==> config.mk <==
export PLATFORM = sky130hd
export DESIGN_NAME = match_timer
export DESIGN_NICKNAME = d
export VERILOG_FILES = /design/src/rtl/mtimer_pkg.sv /design/src/rtl/mtimer_ctrl.sv /design/src/rtl/mtimer_dpath.sv /design/src/rtl/match_timer.sv
export SDC_FILE = /design/constraint.sdc
export NUM_CORES = 1
export LEC_CHECK = 0
export ABC_AREA = 1
export BUFFER_PORTS_ARGS = -buffer_cell sky130_fd_sc_hd__buf_2
export CORE_ASPECT_RATIO = 1.4
export CORE_MARGIN = 10
export CORE_UTILIZATION = 55
export DETAILED_ROUTE_END_ITERATION = 12
export GPL_ROUTABILITY_DRIVEN = 0
export PLACE_DENSITY = 0.78
export SYNTH_ARGS = -nofsm -noshare
export SYNTH_HDL_FRONTEND = slang
export SYNTH_SLANG_ARGS = --single-unit
==> constraint.sdc <==
create_clock -name clk -period 3.2 [get_ports clk]
set_input_delay 0.64 -clock clk [delete_from_list [all_inputs] [get_ports clk]]
set_output_delay 0.64 -clock clk [all_outputs]
set_load 0.02 [all_outputs]
==> src/rtl/mtimer_pkg.sv <==
package mtimer_pkg;
  localparam int ADDR_W   = 8;
  localparam int NUM_CH   = 4;
  localparam int CH_IDX_W = $clog2(NUM_CH);

  localparam logic [ADDR_W-1:0] OFF_CMP0   = 8'h00;
  localparam logic [ADDR_W-1:0] OFF_COUNT  = 8'h10;
  localparam logic [ADDR_W-1:0] OFF_STATUS = 8'h14;
  localparam logic [ADDR_W-1:0] OFF_WDOG   = 8'h18;
  localparam logic [ADDR_W-1:0] OFF_IEN    = 8'h1C;

  typedef enum logic [2:0] {
    RD_NONE, RD_CMP, RD_COUNT, RD_STATUS, RD_WDOG, RD_IEN
  } rdSel_e;

  typedef struct packed {
    logic [NUM_CH-1:0]   wrCmp;
    logic                wrCount;
    logic                wrStatus;
    logic                wrWdog;
    logic                wrIen;
    rdSel_e              rdSel;
    logic [CH_IDX_W-1:0] rdIdx;
  } strobe_t;
endpackage

==> src/rtl/mtimer_ctrl.sv <==
module mtimer_ctrl
  import mtimer_pkg::*;
(
  input  logic              busSel,
  input  logic              busWr,
  input  logic [ADDR_W-1:0] busAddr,
  output strobe_t           strb
);
  logic              cmpHit;
  logic [CH_IDX_W-1:0] cmpIdx;

  // compare registers sit on consecutive words from OFF_CMP0
  always_comb begin
    cmpHit = 1'b0;
    cmpIdx = '0;
    for (int i = 0; i < NUM_CH; i++) begin
      if (busAddr == OFF_CMP0 + ADDR_W'(4 * i)) begin
        cmpHit = 1'b1;
        cmpIdx = CH_IDX_W'(i);
      end
    end
  end

  always_comb begin
    strb = '0;
    strb.rdSel = RD_NONE;
    if (busSel) begin
      if (cmpHit) begin
        if (busWr) strb.wrCmp[cmpIdx] = 1'b1;
        else begin
          strb.rdSel = RD_CMP;
          strb.rdIdx = cmpIdx;
        end
      end else begin
        case (busAddr)
          OFF_COUNT:  if (busWr) strb.wrCount  = 1'b1; else strb.rdSel = RD_COUNT;
          OFF_STATUS: if (busWr) strb.wrStatus = 1'b1; else strb.rdSel = RD_STATUS;
          OFF_WDOG:   if (busWr) strb.wrWdog   = 1'b1; else strb.rdSel = RD_WDOG;
          OFF_IEN:    if (busWr) strb.wrIen    = 1'b1; else strb.rdSel = RD_IEN;
          default:    strb.rdSel = RD_NONE;
        endcase
      end
    end
  end
endmodule

==> src/rtl/mtimer_dpath.sv <==
module mtimer_dpath
  import mtimer_pkg::*;
#(
  parameter int CNT_W = 32,
  parameter int IEN_W = 12
) (
  input  logic              clk,
  input  logic              rst_n,
  input  logic              tickEn,
  input  strobe_t           strb,
  input  logic [CNT_W-1:0]  wdata,
  output logic [CNT_W-1:0]  rdata,
  output logic [NUM_CH-1:0] irqOut,
  output logic              sysResetReq
);
  localparam int LAST_CH = NUM_CH - 1;

  logic [CNT_W-1:0]  cnt;
  logic [CNT_W-1:0]  cntNext;
  logic [CNT_W-1:0]  cmpReg [NUM_CH];
  logic [NUM_CH-1:0] fire;
  logic [NUM_CH-1:0] status;
  logic [NUM_CH-1:0] clrMask;
  logic [IEN_W-1:0]  ien;
  logic [CNT_W-1:0]  wdog;
  logic              wdTrip;
  logic              rstReq;
  logic              pastValid;

  assign cntNext = cnt + CNT_W'(1);

  // counter: a load wins over a tick
  always_ff @(posedge clk or negedge rst_n) begin
    if (!rst_n)             cnt <= '0;
    else if (strb.wrCount)  cnt <= wdata;
    else if (tickEn)        cnt <= cntNext;
  end

  generate
    for (genvar g = 0; g < NUM_CH; g++) begin : gCh
      assign fire[g] = tickEn && !strb.wrCount && (cntNext == cmpReg[g]);

      always_ff @(posedge clk or negedge rst_n) begin
        if (!rst_n)            cmpReg[g] <= '0;
        else if (strb.wrCmp[g]) cmpReg[g] <= wdata;
      end

      p_status_gate_r4: assert property (@(posedge clk) disable iff (!rst_n)
        (pastValid && $rose(status[g])) |-> $past(ien[g]));

      p_clear_r5: assert property (@(posedge clk) disable iff (!rst_n)
        (pastValid && $past(strb.wrStatus && wdata[g] && !fire[g])) |-> !status[g]);
    end
  endgenerate

  assign clrMask = strb.wrStatus ? wdata[NUM_CH-1:0] : '0;

  always_ff @(posedge clk or negedge rst_n) begin
    if (!rst_n) status <= '0;
    else        status <= (status & ~clrMask) | (fire & ien[NUM_CH-1:0]);
  end

  always_ff @(posedge clk or negedge rst_n) begin
    if (!rst_n)          ien <= '0;
    else if (strb.wrIen) ien <= wdata[IEN_W-1:0];
  end

  // watchdog: a trip disarms and overrides a same-cycle write
  assign wdTrip = fire[LAST_CH] && wdog[0];

  always_ff @(posedge clk or negedge rst_n) begin
    if (!rst_n) begin
      wdog   <= '0;
      rstReq <= 1'b0;
    end else begin
      rstReq <= wdTrip;
      if (wdTrip)           wdog <= '0;
      else if (strb.wrWdog) wdog <= wdata;
    end
  end

  always_ff @(posedge clk or negedge rst_n) begin
    if (!rst_n) pastValid <= 1'b0;
    else        pastValid <= 1'b1;
  end

  always_comb begin
    case (strb.rdSel)
      RD_CMP:    rdata = cmpReg[strb.rdIdx];
      RD_COUNT:  rdata = cnt;
      RD_STATUS: rdata = CNT_W'(status);
      RD_WDOG:   rdata = wdog;
      RD_IEN:    rdata = CNT_W'(ien);
      default:   rdata = '0;
    endcase
  end

  assign irqOut      = status;
  assign sysResetReq = rstReq;

  p_step_r2: assert property (@(posedge clk) disable iff (!rst_n)
    (pastValid && $past(tickEn && !strb.wrCount)) |-> cnt == $past(cnt) + CNT_W'(1));

  p_hold_r2: assert property (@(posedge clk) disable iff (!rst_n)
    (pastValid && $past(!tickEn && !strb.wrCount)) |-> $stable(cnt));

  p_pulse_r6: assert property (@(posedge clk) disable iff (!rst_n)
    sysResetReq |=> !sysResetReq);

  p_disarm_r6: assert property (@(posedge clk) disable iff (!rst_n)
    sysResetReq |-> wdog == '0);

  p_armed_r7: assert property (@(posedge clk) disable iff (!rst_n)
    (pastValid && $rose(sysResetReq)) |-> $past(wdog[0]));
endmodule

==> src/rtl/match_timer.sv <==
module match_timer
  import mtimer_pkg::*;
#(
  parameter int CNT_W = 32,
  parameter int IEN_W = 12
) (
  input  logic              clk,
  input  logic              rst_n,
  input  logic              tickEn,
  input  logic              busSel,
  input  logic              busWr,
  input  logic [ADDR_W-1:0] busAddr,
  input  logic [CNT_W-1:0]  busWdata,
  output logic [CNT_W-1:0]  busRdata,
  output logic [NUM_CH-1:0] irqOut,
  output logic              sysResetReq
);
  strobe_t strb;

  mtimer_ctrl u_ctrl (
    .busSel  (busSel),
    .busWr   (busWr),
    .busAddr (busAddr),
    .strb    (strb)
  );

  mtimer_dpath #(.CNT_W(CNT_W), .IEN_W(IEN_W)) u_dpath (
    .clk         (clk),
    .rst_n       (rst_n),
    .tickEn      (tickEn),
    .strb        (strb),
    .wdata       (busWdata),
    .rdata       (busRdata),
    .irqOut      (irqOut),
    .sysResetReq (sysResetReq)
  );
endmodule

==> results of run 1 <==
==> layout make-up <==
| type | count | area [um^2] | area share [%] |
|---|---|---|---|
| clock inverter | 8 | 143 | 0.961 |
| tap | 306 | 383 | 2.58 |
| timing repair buffer | 123 | 838 | 5.65 |
| multi-input combinational | 1346 | 6710 | 45.2 |
| inverter | 241 | 907 | 6.11 |
| sequential | 209 | 5230 | 35.3 |
| clock buffer | 32 | 629 | 4.24 |
==> metrics by stage <==
| stage | setup WS, ns | hold slack, ns |
|---|---|---|
| 6_report | 0.0947 | 0.100 |
| 5_1_grt | 0.00247 | 0.141 |
| 4_1_cts | 0.0124 | 0.132 |
| 3_5_place_dp | 0.0253 | 0.475 |
| 3_3_place_gp | 0.0946 | 0.467 |
| 2_1_floorplan | 0.205 | 0.344 |
==> where the power goes <==
part	leakage (nW)	total, mW	switching, mW	internal [mW]
Combinational	4.20	1.53	1.05	0.477
Clock	0.374	2.81	1.12	1.69
Sequential	2.61	2.99	0.185	2.80
==> flip-flops by register name, summed over array words and instances, names as in the netlist <==
name and flops:
u_dpath.cmpReg 128, u_dpath.cnt 32, u_dpath.ien 12, u_dpath.irqOut 4
u_dpath.sysResetReq 1, u_dpath.wdog 32
==> per-layer routing <==
metal,vias up,GRT usage (%),part of all wire [%]
met5,-,0,0
met4,0,19.1,7.5
met3,210,4.85,8.6
met2,773,49.3,48
met1,6326,33.0,36
li1,6216,-,-
==> what timing repair did <==
| action | in CTS | in global routing |
|---|---|---|
| setup buffers | 0 | 0 |
| resized for setup | 0 | 6 |
| hold endpoints to repair | 0 | 0 |
| endpoints found under the setup margin | 0 | 33 |
==> critical path, stage by stage <==
cell      delay (ns)
buf_2           0.09
nor2_1          0.13
and3_2          0.25
inv_1           0.08
nor2_2          0.16
nand2_4         0.12
buf_4           0.27
nand2_1         0.12
o211ai_1        0.09
nand3_1         0.10
o221ai_1        0.18
buf_2           0.21
==> synth_stat cells, drive strengths merged <==
cell type / instances / area share (%)
and3: 2 / 0.096
nor3: 6 / 0.23
nand4: 20 / 0.96
xnor3: 1 / 0.17
xor2: 49 / 3.3
a21oi: 46 / 1.8
nand2: 600 / 18
buf: 5 / 0.32
o211ai: 59 / 3.4
xnor2: 7 / 0.47
nand3: 113 / 4.5
or2: 3 / 0.14
ha: 1 / 0.096
clkbuf: 65 / 1.9
nand3b: 1 / 0.057
clkinv: 3 / 0.086
dfrtp: 209 / 40
nor2: 200 / 6.9
o221ai: 52 / 3.5
dlygate4sd3: 1 / 0.076
o21a: 1 / 0.057
o21ai: 164 / 6.3
o22ai: 11 / 0.53
o2111ai: 8 / 0.53
a221oi: 1 / 0.067
nor4: 1 / 0.096
inv: 238 / 6.8
==> cell families after synthesis <==
family / Yosys count / synth area share [%]
AOI/OAI and AO/OA: 342 / 16.1
and+or+nand+nor: 946 / 30.8
adders and majority gates: 1 / 0.0955
xor gates and xnor gates: 57 / 3.92
DFF: 209 / 39.9
buffers and inverters: 312 / 9.19
==> worst max-delay path by stage <==
stage | end | from | slack [ns]
floorplan | busRdata[21] | busAddr[1] | 0.20
global placement | busRdata[31] | busAddr[1] | 0.09
detailed placement | busRdata[31] | busAddr[7] | 0.03
CTS | busRdata[31] | busAddr[1] | 0.01
global route | busRdata[30] | busAddr[7] | 0.002
finish | busRdata[31] | busAddr[7] | 0.09
==> impl_metrics.tcl, run 1 <==
set metrics [dict create \
    synth_seq_cells 209 \
    drtIter0Drc 1532 \
    grt-ovfl-total 0 \
    drt-total-wl_mm 45.1 \
    ys_types 39 \
    wl_per_cell_um 19.9 \
    ant_nets 0 \
    p_leak_nw 7.18 \
    die_area_um2 30500 \
    core_area_um2 23400 \
    clock_path_buffers 3 \
    fin_crit_ns 3.11 \
    synth_area_um2 13100 \
    r2r_setup_slack_ns 0.17 \
    holdBufCountCts 0 \
    die_w_um 150 \
    synthCells 1867 \
    irDropWorstVdd_mv 0.450 \
    fin_crit_sh_pct 97.0 \
    critPathKind "in -> out" \
    outcome "finished clean" \
    hold_violations 0 \
    areaGrowthSynthToFinish_pct 13.3 \
    clkTransAtPathRegs_ns 0.06 \
    drc 0 \
    post-place-cells 2225 \
    drive_gt1_share_pct 11.9 \
    nFillCells 2099 \
    max_freq_ghz 0.322 \
    fin_total_pwr_mw 7.33 \
    relSlewSlack_pct 49.7 \
    viasPerCell 5.97 \
    firstDrtPassIters 8 \
    antenna_cells 0 \
    setup_viol 0 \
    worstMarginPinSlew_ns 0.755 \
    syn-mean-instance-area_um2 7.02 \
    h-tree-depth 1 \
    syn_nets 1913 \
    cp.arrival_ns 2.47 \
    grt_use_total_pct 29.2 \
    dp_hpwl_mm 32.5 \
    tns_ns 0 \
    dpl_cell_area_um2 14000 \
    path_max_fanout 35 \
    fin_area_um2 14800 \
    slew_violations 0 \
    skew_ns 0.00860 \
    r2r_cells 17 \
    die_h_um 203 \
    crit_path_start_kind "input port" \
    r2r-start "u_dpath.cnt[1]$_DFFE_PN0P_" \
    start_util_pct 56.0 \
    cap_violations 0 \
    fin_cells 2265 \
    grt_pass1_vias 13356 \
    grt_max_degree 78 \
    yosysSeqAreaShare_pct 39.9 \
    clock-root-buffer "clkbuf_16" \
    num_vias 13525 \
    clock_latency_ns 0.52 \
    final_common_cell "nand2_1" \
    port_buffers 81 \
    p_per_area_nw_per_um2 494 \
    hold_path_class "in -> async" \
    rsz0062_at_grt "false" \
    utilization_pct 63.5 \
    nNetsFinal 1990 \
    r2r_end "u_dpath.wdog[20]$_DFFE_PN0P_" \
    ys.warnings.count 0 \
    cts_buffers 23 \
    required_ns 2.56 \
    antenna_found_initial 0 \
    rows 66 \
    cts_sinks 209 \
    end_kind "output pin" \
    num_io_pins 82 \
    grt_pass1_wl_mm 71.0 \
    final_cell_mix "nand2_1 (571), inv_1 (235), dfrtp_1 (209), nor2_1 (166), o21ai_0 (161)" \
    cts_tree "yes" \
]
No activity file was read; power rests on OpenSTA's default activity.
==> run 2: changes to the inputs <==
==> constraint.sdc (replaced) <==
create_clock -name clk -period 3.2 [get_ports clk]
set_input_delay 0.64 -clock clk [delete_from_list [all_inputs] [get_ports clk]]
set_output_delay 0.64 -clock clk [all_outputs]
set_load 0.05 [all_outputs]
==> impl_metrics.tcl, run 2 (synthesized netlist as in run 1, its figures left out) <==
set metrics [dict create \
    grt_pass1_vias 13115 \
    clock-root-buffer "clkbuf_16" \
    end_kind "flip-flop" \
    grt_max_degree 87 \
    areaGrowthSynthToFinish_pct 14.2 \
    core_area_um2 23400 \
    ant_nets 0 \
    p_int_mw 5.19 \
    path_max_fanout 19 \
    h-tree-depth 1 \
    slew_violations 0 \
    wl_per_cell_um 19.4 \
    die_w_um 150 \
    antenna_found_initial 0 \
    p_leak_nw 7.21 \
    dp_hpwl_mm 32.1 \
    antenna_cells 0 \
    met3WireLength_mm 3.54 \
    path_buf_inv 1 \
    viasPerCell 5.89 \
    crit_chain "ha_1, nand2_2, nor2_8, nand2_4, nor2_4, nand2_1, nand2_2, nand2_1, nand2_1, nand2_1, nor2_1, nand2_1, nor2_1, nand3_2, nor2_4, buf_12, nor2_1" \
    hold_path_class "in -> async" \
    rows 66 \
    final_cell_mix "nand2_1 (571), inv_1 (235), dfrtp_1 (209), nor2_1 (166), o21ai_0 (161)" \
    clock_latency_ns 0.52 \
    skew_ns 0.0120 \
    drive_gt1_share_pct 12.0 \
    start_util_pct 56.0 \
    max_freq_ghz 0.330 \
    firstDrtPassIters 6 \
    cp.arrival_ns 3.43 \
    crit_family "simple AND/OR/NAND/NOR gates" \
    wl_met2_mm 21.5 \
    nNetsFinal 1985 \
    clkTransAtPathRegs_ns 0.07 \
    hold_violations 0 \
    irDropWorstVdd_mv 0.451 \
    critPathKind "reg -> reg" \
    cts_tree "yes" \
    wl_met1_mm 16.1 \
    fin_area_um2 15000 \
    p_per_area_nw_per_um2 506 \
    largest_register_ff_count 128 \
    grt_use_total_pct 28.5 \
    die_h_um 203 \
    relSlewSlack_pct 51.6 \
    num_io_pins 82 \
    grt-ovfl-total 0 \
    comb_power_share_pct 20.2 \
    tns_ns 0 \
    setup_viol 0 \
    dpl_cell_area_um2 14100 \
    postCtsSetupBuffers 0 \
    swShare_pct 31.4 \
    utilization_pct 64.0 \
    crit_path_start_kind "flip-flop" \
    nFillCells 2049 \
    grt_pass1_wl_mm 69.7 \
    required_ns 3.60 \
    port_buffers 81 \
    max_stage_delay_ns 0.43 \
    fin_crit_ns 3.03 \
    cts_sinks 209 \
    fin_cells 2261 \
    p_seq_share_pct 39.5 \
    num_vias 13316 \
    die_area_um2 30500 \
    reg.largest.list "u_dpath.cmpReg x128, u_dpath.cnt x32, u_dpath.wdog x32" \
    drt-total-wl_mm 43.9 \
    drc 0 \
    worstMarginPinSlew_ns 0.725 \
    cp_slowest_cell "dfrtp_1" \
    clock_path_buffers 3 \
    drtIter0Drc 1457 \
    cap_violations 0 \
    outcome "finished clean" \
    clockPowerShare_pct 40.3 \
    cts_buffers 22 \
    post-place-cells 2221 \
    final_common_cell "nand2_1" \
    crit_top_cell "nand2_1" \
    power.net_switching_mw 2.37 \
    fin_crit_sh_pct 94.8 \
    regMostFlops "u_dpath.cmpReg" \
    route.top_layer_used "met4" \
]
run 2: cell count changes in the layout (fill, tap and decap cells not counted), moves of 2 or more:
cell and change:
buf_12 +4, buf_2 -4, buf_4 -5, bufinv_16 +3, clkbuf_1 -3, nor3_1 -2, nor3_2 +2
run 2: final timing paths:
path	from	endpoint	slack, ns	cells after the start
max reg2reg	u_dpath.cnt[1]$_DFFE_PN0P_	u_dpath.wdog[13]$_DFFE_PN0P_	0.17	17
min	rst_n	u_dpath.ien[9]$_DFFE_PN0P_	0.15	1
min reg2reg	u_dpath.ien[6]$_DFFE_PN0P_	u_dpath.ien[6]$_DFFE_PN0P_	0.49	2
min in group clk	busWdata[7]	u_dpath.cmpReg[71]$_DFFE_PN0P_	0.34	3
max	u_dpath.cnt[1]$_DFFE_PN0P_	u_dpath.wdog[13]$_DFFE_PN0P_	0.17	17
max in group asynchronous	rst_n	u_dpath.cmpReg[124]$_DFFE_PN0P_	2.36	2
run 2: per-layer routing:
| layer | up-vias | track usage, % |
|---|---|---|
| met5 | - | 0 |
| met4 | 0 | 17.2 |
| met3 | 187 | 4.79 |
| met2 | 687 | 47.8 |
| met1 | 6240 | 33.2 |
| li1 | 6202 | - |
run 2: per-stage QoR:
step / power, mW / hold slack (ns) / setup WS [ns]
CTS: 7.53 / 0.169 / 0.0909
finish: 7.56 / 0.145 / 0.166
floorplan: 3.99 / 0.344 / -0.220
global placement: 4.47 / 0.467 / 0.0933
detailed placement: 4.51 / 0.474 / 0.0979
global route: 7.87 / 0.186 / -0.00771
run 2: worst register-to-register path: stages, from the launching register on:
cell	delay [ns]
dfrtp_1	0.43
ha_1	0.24
nand2_2	0.13
nor2_8	0.19
nand2_4	0.09
nor2_4	0.27
nand2_1	0.11
nand2_2	0.12
nand2_1	0.10
nand2_1	0.09
nand2_1	0.05
nor2_1	0.17
nand2_1	0.11
nor2_1	0.13
nand3_2	0.18
nor2_4	0.21
buf_12	0.22
nor2_1	0.08
run 2: layout make-up:
class	instances	area, um^2	area share, %
multi-input cells	1346	6720	44.9
flip-flops and latches	209	5230	35.0
inverters	241	907	6.07
repair buffers	119	865	5.78
clock buffers	28	604	4.04
well taps	306	383	2.56
clock inverters	12	244	1.63
run 2: power by group through the flow:
| stage | logic [mW] | clock network (mW) | registers [mW] |
|---|---|---|---|
| floorplan | 1.02 | 0 | 2.97 |
| global placement | 1.45 | 0 | 3.02 |
| detailed placement | 1.48 | 0 | 3.02 |
| CTS | 1.50 | 3.06 | 2.98 |
| global route | 1.69 | 3.18 | 3.00 |
| finish | 1.53 | 3.04 | 2.99 |
run 2: what timing repair did:
action	4_1_cts	5_1_grt
setup endpoints to repair	0	30
gates resized for setup	0	13
hold buffers	0	0
==> run 3: changes to the inputs <==
--- a/config.mk
+++ b/config.mk
@@ -13,6 +13,7 @@
 export DETAILED_ROUTE_END_ITERATION = 12
 export GPL_ROUTABILITY_DRIVEN = 0
 export PLACE_DENSITY = 0.78
+export SETUP_SLACK_MARGIN = 0.5
 export SYNTH_ARGS = -nofsm -noshare
 export SYNTH_HDL_FRONTEND = slang
 export SYNTH_SLANG_ARGS = --single-unit
==> impl_metrics.tcl, run 3 (synthesized netlist as in run 1, its figures left out) <==
set metrics [dict create \
    post-place-cells 2227 \
    grt_max_degree 79 \
    grt-ovfl-total 0 \
    nNetsFinal 2052 \
    max_stage_delay_ns 0.21 \
    clock-root-buffer "clkbuf_16" \
    die_h_um 203 \
    crit_path_start_kind "input port" \
    path_max_fanout 13 \
    fin_cells 2328 \
    setup_viol 0 \
    rows 66 \
    crit_top_cell "nor2_4" \
    hold_path_class "in -> async" \
    outcome "finished clean" \
    drc 0 \
    cts_buffers 23 \
    die_area_um2 30500 \
    num_vias 14786 \
    firstDrtPassIters 7 \
    hold_ws_ns 0.107 \
    clockPowerShare_pct 36.6 \
    grt_pass1_wl_mm 76.5 \
    wl_per_cell_um 22.3 \
    antenna_found_initial 0 \
    comb_power_share_pct 23.7 \
    dp_hpwl_mm 32.9 \
    crit_family "simple AND/OR/NAND/NOR gates" \
    nFillCells 1727 \
    h-tree-depth 1 \
    cp.arrival_ns 2.33 \
    clock_latency_ns 0.54 \
    grt_pass1_vias 14249 \
    relSlewSlack_pct 48.1 \
    worstMarginPinSlew_ns 0.778 \
    areaGrowthSynthToFinish_pct 29.8 \
    p_per_area_nw_per_um2 445 \
    largest_register_ff_count 128 \
    regMostFlops "u_dpath.cmpReg" \
    p_leak_nw 7.83 \
    hold_violations 0 \
    irDropWorstVdd_mv 0.455 \
    power.net_switching_mw 2.60 \
    max_freq_ghz 0.337 \
    final_cell_mix "nand2_1 (535), inv_1 (229), dfrtp_1 (203), o21ai_0 (151), nor2_1 (141)" \
    required_ns 2.56 \
    multi_input_area_um2 7760 \
    crit_chain "buf_6, nor2_4, and3_4, inv_4, nor2_4, buf_12, nand2_8, buf_16, o211ai_1, nand3_2, o2111ai_4, buf_8" \
    die_w_um 150 \
    end_kind "output pin" \
    cts_sinks 209 \
    critPathKind "in -> out" \
    holdBufCountCts 0 \
    drt-total-wl_mm 52.0 \
    skew_ns 0.0159 \
    clkTransAtPathRegs_ns 0.06 \
    clock_path_buffers 3 \
    slew_violations 0 \
    rsz0062_at_grt "true" \
    grt_use_total_pct 31.6 \
    core_area_um2 23400 \
    swShare_pct 34.3 \
    regArea_um2 5240 \
    fin_crit_sh_pct 92.9 \
    num_io_pins 82 \
    viasPerCell 6.35 \
    p_int_mw 4.97 \
    cap_violations 0 \
    tns_ns 0 \
    reg.largest.list "u_dpath.cmpReg x128, u_dpath.cnt x32, u_dpath.wdog x32" \
    cp_slowest_cell "and3_4" \
    drtIter0Drc 2010 \
    p_seq_share_pct 39.7 \
    fin_crit_ns 2.97 \
    path_buf_inv 5 \
    start_util_pct 56.0 \
    drive_gt1_share_pct 21.0 \
    port_buffers 81 \
    ant_nets 0 \
    cts_tree "yes" \
    antenna_cells 0 \
    final_common_cell "nand2_1" \
]
run 3: power by group through the flow:
stage	clock (mW)	combinational (mW)	sequential, mW
final	2.77	1.79	3.01
after global routing	2.85	1.95	3.02
after CTS	2.76	1.61	2.98
after detailed placement	0	1.53	3.02
after global placement	0	1.50	3.02
after floorplan	0	1.06	2.97
run 3: final timing paths:
path	to	startpoint	cells past startpoint	slack (ns)
worst max-delay path	busRdata[5]	busAddr[1]	12	0.23
worst min register to register	u_dpath.ien[0]$_DFFE_PN0P_	u_dpath.ien[0]$_DFFE_PN0P_	2	0.49
worst max register to register	u_dpath.sysResetReq$_DFF_PN0_	u_dpath.cnt[1]$_DFFE_PN0P_	13	0.34
min in group clk	u_dpath.cmpReg[69]$_DFFE_PN0P_	busWdata[5]	3	0.33
worst min-delay path	u_dpath.cmpReg[110]$_DFFE_PN0P_	rst_n	1	0.11
max in group asynchronous	u_dpath.cnt[8]$_DFFE_PN0P_	rst_n	2	2.27
run 3: timing repair:
action | in CTS | in global routing
cloned | 8 | 5
gates resized for setup | 136 | 110
pin swaps | 25 | 64
setup endpoints to repair | 66 | 69
buffers inserted | 19 | 28
run 3: per-stage QoR:
stage | setup WS, ns | area, um^2 | total power, mW | util (%)
floorplan | 0.445 | 13800 | 4.04 | -
global placement | 0.121 | 14700 | 4.51 | 62.8
detailed placement | 0.0568 | 14700 | 4.56 | 62.8
CTS | 0.271 | 16200 | 7.35 | 69.5
global route | 0.172 | 17000 | 7.81 | 72.7
finish | 0.229 | 17000 | 7.56 | 72.7
run 3: cell type report:
class                      count  share of cell area (%)
multi-input combinational   1348                    45.6
sequential                   209                    30.8
timing repair buffer         183                    11.4
inverter                     241                    5.44
clock buffer                  34                    3.92
tap                          306                    2.25
clock inverter                 7                   0.515
run 3: worst register-to-register path, delay by kind of cell, from the launching register on:
kind            cells  cell delay, ns
compound gates      1            0.43
buf+inv             1            0.15
flops               1            0.40
simple gates       11            1.79
run 3: layer usage:
layer | vias to the layer above | part of all wire (%) | routed length (um) | track usage, %
met2 | 1200 | 48 | 24700 | 52.2
met4 | 0 | 9.0 | 4700 | 23.2
met3 | 397 | 11 | 5750 | 6.45
met5 | - | 0 | 0 | 0
met1 | 6838 | 32 | 16800 | 35.2
li1 | 6351 | - | - | -
